**src/rtl/prefix_adder_pkg.sv**
```systemverilog
`timescale 1ns/1ps
package prefix_adder_pkg;

    // Network shape chosen at elaboration
    typedef enum logic [1:0] {
        TOPO_DENSE  = 2'd0,
        TOPO_SPARSE = 2'd1,
        TOPO_DIVIDE = 2'd2
    } topo_e;

    // Group generate / propagate pair
    typedef struct packed {
        logic g;
        logic p;
    } gp_t;

    // Valency-2 combine: hi covers the upper range, lo the adjacent lower one
    function automatic gp_t gp_merge(gp_t hi, gp_t lo);
        gp_t r;
        r.g = hi.g | (hi.p & lo.g);
        r.p = hi.p & lo.p;
        return r;
    endfunction

    function automatic bit width_ok(int w);
        return (w >= 4) && (w <= 64) && ((w & (w - 1)) == 0);
    endfunction

    // Number of combine levels for a shape
    function automatic int tree_depth(topo_e t, int w);
        int lg;
        lg = $clog2(w);
        return (t == TOPO_SPARSE) ? (2 * lg - 1) : lg;
    endfunction

    // Column that column i merges with at level lvl (1-based), or -1 to pass
    function automatic int gp_partner(topo_e t, int w, int lvl, int i);
        int lg;
        int span;
        int k;
        lg = $clog2(w);
        case (t)
            TOPO_DENSE: begin
                span = 1 << (lvl - 1);
                return (i >= span) ? (i - span) : -1;
            end
            TOPO_DIVIDE: begin
                if (((i >> (lvl - 1)) & 1) == 1)
                    return ((i >> (lvl - 1)) << (lvl - 1)) - 1;
                return -1;
            end
            default: begin
                if (lvl <= lg) begin
                    span = 1 << lvl;
                    if (((i + 1) % span) == 0)
                        return i - span / 2;
                end else begin
                    k    = 2 * lg - lvl;
                    span = 1 << k;
                    if ((((i + 1) % span) == span / 2) && (i >= span))
                        return i - span / 2;
                end
                return -1;
            end
        endcase
    endfunction

endpackage

```
**src/rtl/pa_bit_gp.sv**
```systemverilog
`timescale 1ns/1ps
module pa_bit_gp
    import prefix_adder_pkg::*;
#(
    parameter int WIDTH = 32
) (
    input  logic [WIDTH-1:0] a,
    input  logic [WIDTH-1:0] b,
    input  logic             cin,
    output gp_t  [WIDTH-1:0] leaf,
    output logic [WIDTH-1:0] half_sum
);

    assign half_sum = a ^ b;

    for (genvar i = 0; i < WIDTH; i++) begin : g_bit
        if (i == 0) begin : g_fold
            // position -1 (g = cin, p = 0) merged into bit 0
            assign leaf[0].g = (a[0] & b[0]) | (half_sum[0] & cin);
            assign leaf[0].p = 1'b0;
        end else begin : g_plain
            assign leaf[i].g = a[i] & b[i];
            assign leaf[i].p = half_sum[i];
        end
    end

endmodule

```
**src/rtl/pa_gp_cell.sv**
```systemverilog
`timescale 1ns/1ps
module pa_gp_cell
    import prefix_adder_pkg::*;
(
    input  gp_t hi,
    input  gp_t lo,
    output gp_t y
);

    assign y = gp_merge(hi, lo);

endmodule

```
**src/rtl/pa_prefix_net.sv**
```systemverilog
`timescale 1ns/1ps
module pa_prefix_net
    import prefix_adder_pkg::*;
#(
    parameter int    WIDTH = 32,
    parameter topo_e TOPO  = TOPO_DENSE
) (
    input  gp_t  [WIDTH-1:0] leaf,
    output logic [WIDTH-1:0] group_g
);

    localparam int DEPTH = tree_depth(TOPO, WIDTH);

    gp_t [WIDTH-1:0] row [DEPTH+1];
    logic            unused_top_p;

    assign row[0] = leaf;

    for (genvar l = 1; l <= DEPTH; l++) begin : g_lvl
        for (genvar i = 0; i < WIDTH; i++) begin : g_col
            localparam int J = gp_partner(TOPO, WIDTH, l, i);
            if (J >= 0) begin : g_merge
                pa_gp_cell u_cell (
                    .hi (row[l-1][i]),
                    .lo (row[l-1][J]),
                    .y  (row[l][i])
                );
            end else begin : g_pass
                assign row[l][i] = row[l-1][i];
            end
        end
    end

    for (genvar i = 0; i < WIDTH; i++) begin : g_out
        assign group_g[i] = row[DEPTH][i].g;
    end

    // group propagates of the final row are not needed past the tree
    always_comb begin
        unused_top_p = 1'b0;
        for (int i = 0; i < WIDTH; i++)
            unused_top_p = unused_top_p ^ row[DEPTH][i].p;
    end

endmodule

```
**src/rtl/pa_sum.sv**
```systemverilog
`timescale 1ns/1ps
module pa_sum #(
    parameter int WIDTH = 32
) (
    input  logic [WIDTH-1:0] half_sum,
    input  logic [WIDTH-1:0] group_g,
    input  logic             cin,
    output logic [WIDTH-1:0] sum,
    output logic             cout
);

    logic [WIDTH:0] carry;

    assign carry = {group_g, cin};
    assign sum   = half_sum ^ carry[WIDTH-1:0];
    assign cout  = carry[WIDTH];

endmodule

```
**src/rtl/prefix_adder.sv**
```systemverilog
`timescale 1ns/1ps
module prefix_adder
    import prefix_adder_pkg::*;
#(
    parameter int    WIDTH = 32,
    parameter topo_e TOPO  = TOPO_DENSE
) (
    input  logic [WIDTH-1:0] a,
    input  logic [WIDTH-1:0] b,
    input  logic             cin,
    output logic [WIDTH-1:0] sum,
    output logic             cout
);

    if (!width_ok(WIDTH)) begin : g_bad_width
        $error("prefix_adder: WIDTH must be a power of two in 4..64");
    end

    gp_t  [WIDTH-1:0] leaf;
    logic [WIDTH-1:0] half_sum;
    logic [WIDTH-1:0] group_g;

    pa_bit_gp #(.WIDTH(WIDTH)) u_bit_gp (
        .a        (a),
        .b        (b),
        .cin      (cin),
        .leaf     (leaf),
        .half_sum (half_sum)
    );

    pa_prefix_net #(.WIDTH(WIDTH), .TOPO(TOPO)) u_net (
        .leaf    (leaf),
        .group_g (group_g)
    );

    pa_sum #(.WIDTH(WIDTH)) u_sum (
        .half_sum (half_sum),
        .group_g  (group_g),
        .cin      (cin),
        .sum      (sum),
        .cout     (cout)
    );

endmodule

```
**config.mk**
```make
export PLATFORM = sky130hd
export DESIGN_NAME = prefix_adder
export DESIGN_NICKNAME = d
export VERILOG_FILES = /design/src/rtl/prefix_adder_pkg.sv /design/src/rtl/pa_bit_gp.sv /design/src/rtl/pa_gp_cell.sv /design/src/rtl/pa_prefix_net.sv /design/src/rtl/pa_sum.sv /design/src/rtl/prefix_adder.sv
export SDC_FILE = /design/constraint.sdc
export NUM_CORES = 1
export LEC_CHECK = 0
export BUFFER_PORTS_ARGS = -buffer_cell sky130_fd_sc_hd__buf_2
export CAP_MARGIN = 20
export CORE_MARGIN = 2
export CORE_UTILIZATION = 54
export DETAILED_ROUTE_END_ITERATION = 12
export GPL_TIMING_DRIVEN = 0
export PLACE_DENSITY = 0.91
export SYNTH_ARGS = -nofsm -noshare
export SYNTH_HDL_FRONTEND = slang
export SYNTH_HIERARCHICAL = 1
export SYNTH_SLANG_ARGS = --single-unit
```
**constraint.sdc**
```tcl
create_clock -name vclk -period 2
set_clock_uncertainty 0.1 [all_clocks]
set_input_delay 0.1 -clock vclk [all_inputs]
set_output_delay 0.1 -clock vclk [all_outputs]
set_load 0.01 [all_outputs]
```
==> results of run 1 <==
==> placed cells by master, fill, tap and decap left out <==
master	instances
buf_8	1
buf_2	88
ha_4	31
and2_4	57
xor2_2	2
buf_6	12
buf_4	54
xor2_1	30
ha_1	1
and2_2	41
a21o_1	130
==> worst min-delay path by stage <==
| stage | start | endpoint | slack, ns | depth (start not counted) |
|---|---|---|---|---|
| 6_report | cin | sum[0] | 0.40 | 3 |
| 5_1_grt | cin | sum[0] | 0.41 | 3 |
| 4_1_cts | cin | sum[0] | 0.39 | 3 |
| 3_5_place_dp | cin | sum[0] | 0.39 | 3 |
| 3_3_place_gp | cin | sum[0] | 0.37 | 3 |
| 2_1_floorplan | cin | sum[0] | 0.18 | 1 |
==> metrics by stage <==
step	hold WS [ns]	TNS, ns	instance area [um^2]	total power (uW)
final	0.403	-0.143	3950	1500
after global routing	0.412	-0.320	3950	1580
after CTS	0.386	-0.113	3800	1310
after detailed placement	0.387	-2.59	3210	1110
after global placement	0.374	-2.35	3210	1090
after floorplan	0.180	0	2640	763
==> metal layers <==
metal / vias up / track usage (%) / share of wire (%)
li1: 1358 / - / -
met1: 1377 / 38.6 / 37
met2: 186 / 65.9 / 49
met3: 54 / 3.16 / 7.1
met4: 0 / 19.8 / 6.3
met5: - / 0 / 0
==> cell type report <==
class              count  share of cell area, %
multi-input cells    292                   72.6
repair buffers       140                   22.0
plain buffers         15                   3.23
well taps             67                   2.12
==> where the power goes <==
part | internal [uW] | switching (uW)
registers | 0 | 0
clock network | 0 | 0
logic | 798 | 699
total | 798 | 699
==> timing repair <==
item | 4_1_cts | 5_1_grt
cloned | 0 | 0
buffers inserted | 21 | 21
hold buffers | 0 | 0
pin swaps | 41 | 111
endpoints found under the setup margin | 18 | 24
gates resized for setup | 58 | 53
==> reports/qor.csv, run 1 <==
metric,value,unit
Post-Place Setup Slack,-0.263,ns
worst-margin pin slew,0.221,ns
setup ws final,-0.0530,ns
drt initial violations,213,
non-filler cells in the finished layout,514,
Max Cap Violations,0,
Post-Route Utilization,83.5,%
first-pass GRT wire length,14800,um
n_diodes,0,
vias in the first global route,3056,
Yosys warning count,6,
Max Fanout on Critical Path,4,
detailed-route wire length per cell,19.8,um
hpwl dp,6240,um
area of the multi-input gates,0.00287,mm^2
placed insts,490,
crit-path cells,buf_4 > ha_4 > a21o_1 > a21o_1 > a21o_1 > a21o_1 > a21o_1 > xor2_1 > buf_2,
Post-Syn Area,0.00264,mm^2
Residual DRC,0,
cell mode on critical path,a21o_1,
crit end category,output pin,
Layout Nets,546,
Die Wd,73.9,um
Levels on crit path,9,
Slew Limit Fails,0,
CP startpoint,b[15],
die footprint,0.00546,mm^2
fmax,487,MHz
CP max stage cell,ha_4,
die height,73.9,um
Post-DRT Antenna Nets,0,
status,"finished, violations left",
Starting Density,55.9,%
initial antenna violation count,0,
Port Buffer Count,98,
Post-Syn Area per Cell,8.12,um^2
PwrDens,379,mW/mm^2
WS Path Type,input port to output pin,
vias per cell,5.79,
gr ovfl total,0,
CP Data Required Time,1.80,ns
share of layout cells above drive strength 1,64.0,%
io pins,98,
HP Class,input port to output pin,
Worst Setup EP,sum[22],
min Tclk post-route,2.05,ns
"Buf+Inv Stages, Crit Path",2,
Synth Net Count,422,
endpoints failing setup,5,
RSZ-0062 raised after global routing,yes,
gr usage total,35.3,%
area grow syn2layout,49.5,%
largest net degree at the start of global routing,5,
vias,2975,
CLK BUF,0,
leakage power,0.00253,uW
CP Data Arrival Time,1.85,ns
failing checks,negative setup slack,
final hold vios,0,
Reg area,0,um^2
VDD IR-drop max,0.000193,V
Worst Setup Start Kind,input port,
core area,0.00472,mm^2
crit-path leading delay family,compound AO/OA/AOI/OAI gates,
"slowest stage delay, CP",0.26,ns
Cells after Synth,325,
# rows,25,
Seq cells,0,
Slew headroom,85.2,%
drt pass-1 iters,4,
Fillers,266,
Post-Route WL,10200,um
Final period util,103,%
Final GP Congestion,0.986,
Power figures use the tool's default switching activity.
==> inputs of run 2 (changes only) <==
- CELL_PAD_IN_SITES_DETAIL_PLACEMENT: unset -> 0
- CELL_PAD_IN_SITES_GLOBAL_PLACEMENT: unset -> 1
- CORE_UTILIZATION: 54 -> 39
- PLACE_DENSITY: 0.91 -> unset
- PLACE_DENSITY_LB_ADDON: unset -> 0.1
==> reports/qor.csv, run 2 (same netlist as run 1, synthesis figures left out) <==
metric,value,unit
CP startpoint,b[0],
Max Cap Violations,0,
power share of the clock group,0,%
Sw Ratio,44.9,%
Seq cells,0,
Gate power share,100.0,%
PwrDens,358,mW/mm^2
hpwl dp,6680,um
VDD IR-drop max,0.000146,V
Post-Route Utilization,60.1,%
Slew headroom,89.7,%
Port Buffer Count,98,
share of layout cells above drive strength 1,63.4,%
vias per cell,5.03,
io pins,98,
"slowest stage delay, CP",0.23,ns
HP Class,input port to output pin,
min Tclk post-route,2.01,ns
Layout Nets,542,
status,"finished, violations left",
endpoints failing setup,2,
CP max stage cell,ha_4,
drt pass-1 iters,4,
leakage power,0.00248,uW
Starting Density,40.9,%
failing checks,negative setup slack,
"commonest cells after routing, fill and taps aside","a21o_1 (129), buf_2 (94), and2_2 (51)",
n_diodes,0,
initial antenna violation count,0,
Worst Setup Start Kind,input port,
CP Data Arrival Time,1.81,ns
vias,2618,
sw power,624,uW
Int Pwr,766,uW
Hold Buf Count CTS,0,
Post-DRT Antenna Nets,0,
die footprint,0.00744,mm^2
Post-Route WL,8040,um
Residual DRC,0,
gr ovfl total,0,
core area,0.00646,mm^2
Final GP Congestion,0.883,
"Buf+Inv Stages, Crit Path",3,
die height,86.3,um
CLK BUF,0,
Max Fanout on Critical Path,3,
Levels on crit path,10,
detailed-route wire length per cell,15.5,um
Final period util,100,%
drt initial violations,81,
Slew Limit Fails,0,
vias in the first global route,2695,
CP Data Required Time,1.80,ns
largest net degree at the start of global routing,5,
worst-margin pin slew,0.155,ns
area grow syn2layout,46.9,%
"commonest non-fill, non-tap cell in the layout",a21o_1,
Worst Setup EP,sum[24],
fmax,498,MHz
crit-path leading delay family,compound AO/OA/AOI/OAI gates,
setup ws final,-0.00701,ns
crit-path cells,buf_6 > ha_4 > a21o_1 > a21o_4 > a21o_1 > a21o_1 > buf_4 > a21o_1 > xor2_1 > buf_2,
WHS Path Cells,3,
cell mode on critical path,a21o_1,
Die Wd,86.3,um
# rows,29,
Setup TNS Final,-0.0138,ns
Seq pwr share,0,%
WS Path Type,input port to output pin,
first-pass GRT wire length,12800,um
final hold vios,0,
RSZ-0062 raised after global routing,yes,
crit end category,output pin,
gr usage total,21.1,%
Reg area,0,um^2
"Power, Total",1390,uW
run 2: repair_timing:
item                       CTS  global route
hold endpoints to repair     0             0
buffers inserted            22            18
setup endpoints to repair   20            23
pin swaps                   36            67
resized for setup           58            33
run 2: final cells by class:
class	instances	area, um^2
buffer	13	109
fill	614	2580
multi-input combinational	292	2850
tap	77	96.3
timing repair buffer	138	827
run 2: worst min path at each step:
stage,start,to,slack (ns)
global placement,cin,sum[0],0.38
finish,cin,sum[0],0.41
floorplan,cin,sum[0],0.18
CTS,cin,sum[0],0.38
global route,cin,sum[0],0.41
detailed placement,cin,sum[0],0.38
run 2: through the flow:
| stage | instances | area [um^2] | hold WS (ns) | worst slack, ns |
|---|---|---|---|---|
| floorplan | 325 | 2640 | 0.180 | 0.114 |
| CTS | 521 | 3820 | 0.384 | -0.111 |
| finish | 520 | 3880 | 0.411 | -0.00701 |
| global placement | 500 | 3230 | 0.375 | -0.264 |
| global route | 520 | 3880 | 0.414 | -0.116 |
| detailed placement | 500 | 3230 | 0.384 | -0.260 |
run 2: power groups by stage:
stage / clock network (uW) / logic [uW] / registers, uW
4_1_cts: 0 / 1330 / 0
3_3_place_gp: 0 / 1120 / 0
3_5_place_dp: 0 / 1120 / 0
5_1_grt: 0 / 1520 / 0
6_report: 0 / 1390 / 0
2_1_floorplan: 0 / 763 / 0
run 2: per-layer routing:
metal | part of all wire [%] | GRT usage, % | vias to the layer above
li1 | - | - | 1348
met1 | 48 | 28.6 | 1194
met2 | 47 | 38.1 | 70
met3 | 3.6 | 0.667 | 6
met4 | 1.2 | 2.70 | 0
met5 | 0 | 0 | -
